[src/rtl/gf2_red_pkg.sv]
package gf2_red_pkg;

    localparam int NFIELD = 3;
    localparam int W_MAX  = 283;
    localparam int P_W    = 2 * W_MAX - 1;
    localparam int SEL_W  = 2;

    typedef enum logic [SEL_W-1:0] {
        SEL_F163 = 2'b00,
        SEL_F233 = 2'b01,
        SEL_F283 = 2'b10,
        SEL_NONE = 2'b11
    } field_sel_e;

    // field degree and middle exponents; NT counts the middle terms (1 or 3)
    localparam int FIELD_M  [NFIELD] = '{163, 233, 283};
    localparam int FIELD_NT [NFIELD] = '{3,   1,   3};
    localparam int FIELD_K1 [NFIELD] = '{7,   74,  12};
    localparam int FIELD_K2 [NFIELD] = '{6,   0,   7};
    localparam int FIELD_K3 [NFIELD] = '{3,   0,   5};

    // lower-term mask of r(x): x^m is congruent to this value
    function automatic logic [W_MAX-1:0] tail_mask(input int nt, input int k1,
                                                   input int k2, input int k3);
        logic [W_MAX-1:0] t;
        t     = '0;
        t[0]  = 1'b1;
        t[k1] = 1'b1;
        if (nt == 3) begin
            t[k2] = 1'b1;
            t[k3] = 1'b1;
        end
        return t;
    endfunction

    typedef struct packed {
        logic             arm;
        logic [W_MAX-1:0] res;
    } red_state_t;

endpackage

[src/rtl/gf2_fold_red.sv]
module gf2_fold_red #(
    parameter int               M     = 163,
    parameter int               W_OUT = 283,
    parameter logic [W_OUT-1:0] TAIL  = '0
) (
    input  logic [2*M-2:0]   prod_i,
    output logic [W_OUT-1:0] res_o
);

    localparam int TOP = 2 * M - 2;

    // top-down fold: each bit >= M is cleared and TAIL is added M places lower
    always_comb begin
        logic [TOP:0] acc;
        acc = prod_i;
        for (int i = TOP; i >= M; i--) begin
            if (acc[i]) begin
                acc[i]         = 1'b0;
                acc[i-M +: M]  = acc[i-M +: M] ^ TAIL[M-1:0];
            end
        end
        res_o          = '0;
        res_o[M-1:0]   = acc[M-1:0];
    end

endmodule

[src/rtl/gf2_field_mux.sv]
module gf2_field_mux #(
    parameter int NF    = 3,
    parameter int W     = 283,
    parameter int SEL_W = 2
) (
    input  logic [SEL_W-1:0] sel_i,
    input  logic [W-1:0]     cand_i [NF],
    output logic [W-1:0]     res_o
);

    // codes at or beyond NF select nothing and leave zero
    always_comb begin
        res_o = '0;
        for (int f = 0; f < NF; f++) begin
            if (sel_i == f[SEL_W-1:0]) res_o = cand_i[f];
        end
    end

endmodule

[src/rtl/gf2_multi_reducer.sv]
module gf2_multi_reducer
    import gf2_red_pkg::*;
#(
    parameter bit REG_OUT = 1'b1
) (
    input  logic             clk_i,
    input  logic             rst_ni,
    input  logic [SEL_W-1:0] sel_i,
    input  logic [P_W-1:0]   prod_i,
    output logic [W_MAX-1:0] res_o
);

    logic [W_MAX-1:0] cand [NFIELD];
    logic [W_MAX-1:0] mux_res;
    red_state_t       state_d, state_q;

    for (genvar g = 0; g < NFIELD; g++) begin : g_field
        localparam int               FM   = FIELD_M[g];
        localparam logic [W_MAX-1:0] TMSK = tail_mask(FIELD_NT[g], FIELD_K1[g],
                                                      FIELD_K2[g], FIELD_K3[g]);
        gf2_fold_red #(
            .M     (FM),
            .W_OUT (W_MAX),
            .TAIL  (TMSK)
        ) u_red (
            .prod_i (prod_i[2*FM-2:0]),
            .res_o  (cand[g])
        );
    end

    gf2_field_mux #(
        .NF    (NFIELD),
        .W     (W_MAX),
        .SEL_W (SEL_W)
    ) u_mux (
        .sel_i  (sel_i),
        .cand_i (cand),
        .res_o  (mux_res)
    );

    always_comb begin
        state_d     = state_q;
        state_d.arm = 1'b1;
        state_d.res = mux_res;
    end

    always_ff @(posedge clk_i or negedge rst_ni) begin
        if (!rst_ni) state_q <= '0;
        else         state_q <= state_d;
    end

    if (REG_OUT) begin : g_reg
        assign res_o = state_q.res;


        bad_sel_zero_chk: assert property (@(posedge clk_i) disable iff (!rst_ni)
            (state_q.arm && $past(sel_i) == SEL_NONE) |-> res_o == '0);


        f163_upper_zero_chk: assert property (@(posedge clk_i) disable iff (!rst_ni)
            (state_q.arm && $past(sel_i) == SEL_F163) |-> res_o[W_MAX-1:163] == '0);


        f283_pass_chk: assert property (@(posedge clk_i) disable iff (!rst_ni)
            (state_q.arm && $past(sel_i) == SEL_F283 && $past(prod_i[P_W-1:W_MAX]) == '0)
            |-> res_o == $past(prod_i[W_MAX-1:0]));


        f233_fold_chk: assert property (@(posedge clk_i) disable iff (!rst_ni)
            (state_q.arm && $past(sel_i) == SEL_F233 && $past(prod_i) == (P_W'(1) << 233))
            |-> res_o == ((W_MAX'(1) << 74) | W_MAX'(1)));
    end else begin : g_comb
        assign res_o = mux_res;
    end

endmodule

[config.mk]
export PLATFORM = sky130hd
export DESIGN_NAME = gf2_multi_reducer
export DESIGN_NICKNAME = d
export VERILOG_FILES = /design/src/rtl/gf2_red_pkg.sv /design/src/rtl/gf2_fold_red.sv /design/src/rtl/gf2_field_mux.sv /design/src/rtl/gf2_multi_reducer.sv
export SDC_FILE = /design/constraint.sdc
export NUM_CORES = 2
export LEC_CHECK = 0
export BUFFER_PORTS_ARGS = -buffer_cell sky130_fd_sc_hd__buf_2
export CORE_AREA = 2 2 327 329
export CTS_CLUSTER_DIAMETER = 30
export DETAILED_ROUTE_END_ITERATION = 6
export DIE_AREA = 0 0 329 331
export GPL_ROUTABILITY_DRIVEN = 0
export HOLD_SLACK_MARGIN = 0.06
export PLACE_DENSITY = 0.59
export SLEW_MARGIN = 40
export SYNTH_ARGS = -nofsm -noshare
export SYNTH_HDL_FRONTEND = slang
export SYNTH_HIERARCHICAL = 1
export SYNTH_SLANG_ARGS = --single-unit
[constraint.sdc]
create_clock -name clk_i -period 0.8 [get_ports clk_i]
set_input_delay 0.16 -clock clk_i [delete_from_list [all_inputs] [get_ports clk_i]]
set_output_delay 0.16 -clock clk_i [all_outputs]
set_load 0.1 [all_outputs]
# --- Word level (Yosys, flattened, before mapping) ---
# Index checks and enable logic that the tools add are counted.
totals:
  regBits: 283
classes:
  eq_ne: 2
  reduce_logical: 1
  bitwise: 676
  n_mux: 679
op_table:
  columns: ["operator", "n"]
  rows:
  - ["$mux W75", 232]
  - ["$mux W13", 282]
  - ["$not A4 Y4", 444]
  - ["$mux W8", 162]
  - ["$not A2 Y2", 232]
  - ["$mux W283", 1]
  - ["$mux W233", 1]
  - ["$mux W163", 1]
  - ["$eq A2 B1 Y1 const B", 1]
  - ["$eq A2 B2 Y1 const B", 1]
  - ["$logic_not A2 Y1", 1]

# --- Depth between registers and ports, before layout ---
depth:
  word_depth: 565
  ltp_mapped: 6

# --- Hierarchy ---
# Netlist, hierarchy kept.
modules_own_cells:
  columns: ["mod", "area_each_um2", "cells_per_inst", "n_inst"]
  rows:
  - ["gf2_fold_red (g_field[2].u_red)", 8067.7, 905, 1]
  - ["gf2_field_mux", 8026.4, 663, 1]
  - ["gf2_multi_reducer", 7081.8, 283, 1]
  - ["gf2_fold_red (g_field[0].u_red)", 6846.6, 538, 1]
  - ["gf2_fold_red (g_field[1].u_red)", 4991.0, 515, 1]

# --- Worst setup path after synthesis ---
# OpenSTA, ideal clock, no wires.
synth_path:
  kind: "input-to-reg"
  from: "input port prod_i[321]"
  to: "register state_q (netlist bit res_o[7])"
  setup_slack_ps: -551
  n_path_buf: 1
  arrival_ps: 1221
  cell_stages: 5
  cell_sequence: "buf_6 > xnor3_2 > xnor3_1 > mux2i_1 > o2bb2ai_1"
synth_lines:
  columns: ["element", "line_no", "source"]
  rows:
  - ["start: declaration", "gf2_multi_reducer.sv:9", "input logic [P_W-1:0] prod_i,"]
  - ["end signal: assignment", "gf2_multi_reducer.sv:49", "else state_q <= state_d;"]
  - ["end: declaration", "gf2_multi_reducer.sv:15", "red_state_t state_d, state_q;"]

# --- Worst setup path after layout ---
layout_path:
  from: "register state_q (netlist bit res_o[113])"
  to: "output port res_o[113]"
layout_lines:
  columns: ["element", "line_no", "source"]
  rows:
  - ["end: declaration", "gf2_multi_reducer.sv:10", "output logic [W_MAX-1:0] res_o"]
# No word-level cell between the ends.

==> results.tsv <==
stage	metric	value	unit
status	failing checks	negative hold slack, negative setup slack	
setup_path	Buf/Inv on CP	1	
global_routing	vias in the first global route	33600	
yosys	sequential fraction of the synthesis area	0.202	
clocking	Max H-tree Level	3	
final_layout	Nets	5588	
clocking	CTS tree	done	
yosys	Cell Area, Synth	35000	um^2
place	port bufs	851	
yosys	Post-Syn Instances	2904	
clocking	CTS Buffer Depth	3	
place	pre-CTS WS	-0.969	ns
sta	Final Hold Vio Count	1	
setup_path	Crit Path Category	reg2out	
global_routing	gr ovfl total	0	
global_routing	GRT Resource Usage Total	0.386	
clocking	CTS Sinks	283	
pwr	PwrDens	2210	nW/um^2
pwr	maximum vdd drop	1.76	mV
final_layout	fill count	8685	
drt	DR vias	32500	
yosys	Mapped Avg Cell Area	12.1	um^2
place	cell count after placement	6152	
sta	Tcrit/Tclk final	1.99	
yosys	number of synthesized register bits	283	
setup_path	CP Data Required Time	0.64	ns
final_layout	max reg flops	283	
setup_path	CP max stage delay	0.55	ns
die	I/O pin cnt	852	
die	effective utilization at floorplan	0.334	
setup_path	Critical-path top delay cell	dfrtp_4	
setup_path	cell family with most CP delay	flip-flops	
setup_path	startpoint types	flip-flop	
setup_path	CP endpoint kind	output pin	
die	Core Rows	119	
sta	Post-Route Setup TNS	-192.82	ns
drt	drt wl/cell	33.0	um
setup_path	CP cell instances	buf_12	
global_routing	first-pass GRT wire length	283000	um
yosys	Cell variety after synth	20	
sta	final hold slack	-0.0293	ns
sta	post-layout min period	1.59	ns
place	area of placed instances	54400	um^2
clocking	Clk Tree Root Cell	clkbuf_16	
final_layout	share of layout cells above drive strength 1	0.578	
sta	Pins Over Slew Limit	0	
sta	RSZ-0062 raised after global routing	yes	
clocking	TritonCTS Buffers	100	
global_routing	initial antenna violation count	70	
sta	Slew @ Worst Pin	0.642	ns
clocking	clock slew at reported path FFs	0.04	ns
sta	final worst slack	-0.789	ns
setup_path	critical path arrival	1.43	ns
drt	ANT nets after route	0	
sta	relative slew slack	0.569	
run	max_cap viols	0	
worst_hold_path	worst hold path cell count	4	
drt	DRT iter0 DRCs	3307	
die	die area	109000	um^2
drt	DRC	0	
sta	FMAX	629	MHz
drt	Vias/cell	4.98	
final_layout	synthesis-to-finish area growth	74.9	%
final_layout	post-route cell area	61200	um^2
worst_hold_path	worst hold path class	in2reg	
die	core box area	105000	um^2
drt	WL final	215000	um
die	chip width	329	um
drt	drt pass-1 iters	7	
setup_path	CP max FO	1	
setup_path	CP Depth	1	
final_layout	final core occ	0.583	
status	status	finished with violations	
global_routing	largest net degree at the start of global routing	33	
final_layout	post-route insts no fill	6529	
place	DP HPWL	182000	um
yosys	synth warn	6	
sta	# setup viols final	308	
pwr	leakage	27.5	nW
die	Die Y	331	um
## synth_stat cells
library cell,instances,area (um^2)
xnor2_1,1282,11200
dfrtp_1,283,7080
mux2i_1,283,2830
o2bb2ai_2,270,4050
xor2_1,248,2170
buf_4,194,1460
xnor3_1,172,3870
xnor2_2,74,1200
buf_2,29,145
buf_12,22,440
o2bb2ai_1,13,114
buf_6,12,135
buf_8,8,120
clkbuf_1,5,18.8
conb_1,2,7.51
xnor3_2,2,47.6
xor3_1,2,47.6
clkbuf_2,1,5.00
nor2b_4,1,13.8
xor2_2,1,16.3
## logic make-up after synthesis
kind of cell	Yosys count	synth area share
other	2	0.000214
multiplexers	283	0.0809
AND/OR/NAND/NOR	1	0.000393
flip-flops	283	0.202
XOR/XNOR	1781	0.531
AO/OA/AOI/OAI	283	0.119
buffers and inverters	271	0.0663
## power breakdown
| group | switching, mW | internal [mW] |
|---|---|---|
| sequential | 2.93 | 18.5 |
| clock | 12.3 | 28.2 |
| combinational | 42.0 | 31.5 |
## per-stage QoR
stage	hold slack, ns	power, mW
2_1_floorplan	-0.136	61.1
3_3_place_gp	0.150	91.4
3_5_place_dp	0.150	91.8
4_1_cts	0.0332	134
5_1_grt	0.0180	138
6_report	-0.0293	135
## per-layer routing
layer / up-vias / global-route usage / part of all wire
met5: - / 0 / 0.0016
met3: 704 / 0.114 / 0.10
li1: 13700 / - / -
met4: 52 / 0.275 / 0.088
met2: 2039 / 0.594 / 0.44
met1: 16000 / 0.462 / 0.37
## path summary, 6_finish.rpt
kind / start / to / slack (ns)
min in group asynchronous: rst_ni / res_o[207] / 0.06
max in group asynchronous: rst_ni / res_o[102] / 0.21
worst max-delay path: res_o[113] / res_o[113] / -0.79
worst min-delay path: prod_i[19] / res_o[19] / -0.03
## layout make-up
class | instances | area [um^2] | share of cell area
antenna | 39 | 97.6 | 0.00159
sequential | 283 | 8140 | 0.133
clock inverter | 59 | 737 | 0.0120
multi-input combinational | 2518 | 27900 | 0.455
tap | 1391 | 1740 | 0.0284
timing repair buffer | 2116 | 19900 | 0.326
clock buffer | 123 | 2710 | 0.0442
## what timing repair did
| action | in CTS | in global routing |
|---|---|---|
| gates resized for setup | 91 | 203 |
| buffers inserted | 2 | 8 |
| endpoints found under the hold margin | 467 | 31 |
| endpoints found under the setup margin | 370 | 432 |
| pin swaps | 3 | 68 |
| hold buffers | 172 | 28 |
## placed cells by master (no fill, tap or decap), types with 3 or more instances in the layout
| cell type | count |
|---|---|
| xnor2_1 | 1118 |
| diode_2 | 39 |
| xnor2_4 | 24 |
| clkbuf_1 | 12 |
| clkinv_4 | 8 |
| clkbuf_16 | 101 |
| dfrtp_4 | 283 |
| clkbuf_4 | 27 |
| o2bb2ai_1 | 7 |
| buf_12 | 385 |
| xor2_2 | 5 |
| xnor3_2 | 9 |
| inv_6 | 3 |
| clkinv_2 | 26 |
| mux2i_1 | 283 |
| buf_6 | 18 |
| o2bb2ai_2 | 275 |
| conb_1 | 170 |
| bufinv_16 | 14 |
| buf_4 | 1025 |
| dlygate4sd3_1 | 146 |
| xnor2_2 | 214 |
| xnor3_1 | 165 |
| clkbuf_8 | 10 |
| dlymetal6s4s_1 | 7 |
| buf_2 | 503 |
| xor2_1 | 242 |
| buf_8 | 5 |
| clkinvlp_4 | 5 |
## tightest hold or removal path, stage by stage
cell and delay [ns]:
buf_2 0.11, xnor2_1 0.13, xor2_1 0.07, o2bb2ai_2 0.11
Note: power is estimated with default switching activity, not from simulation.
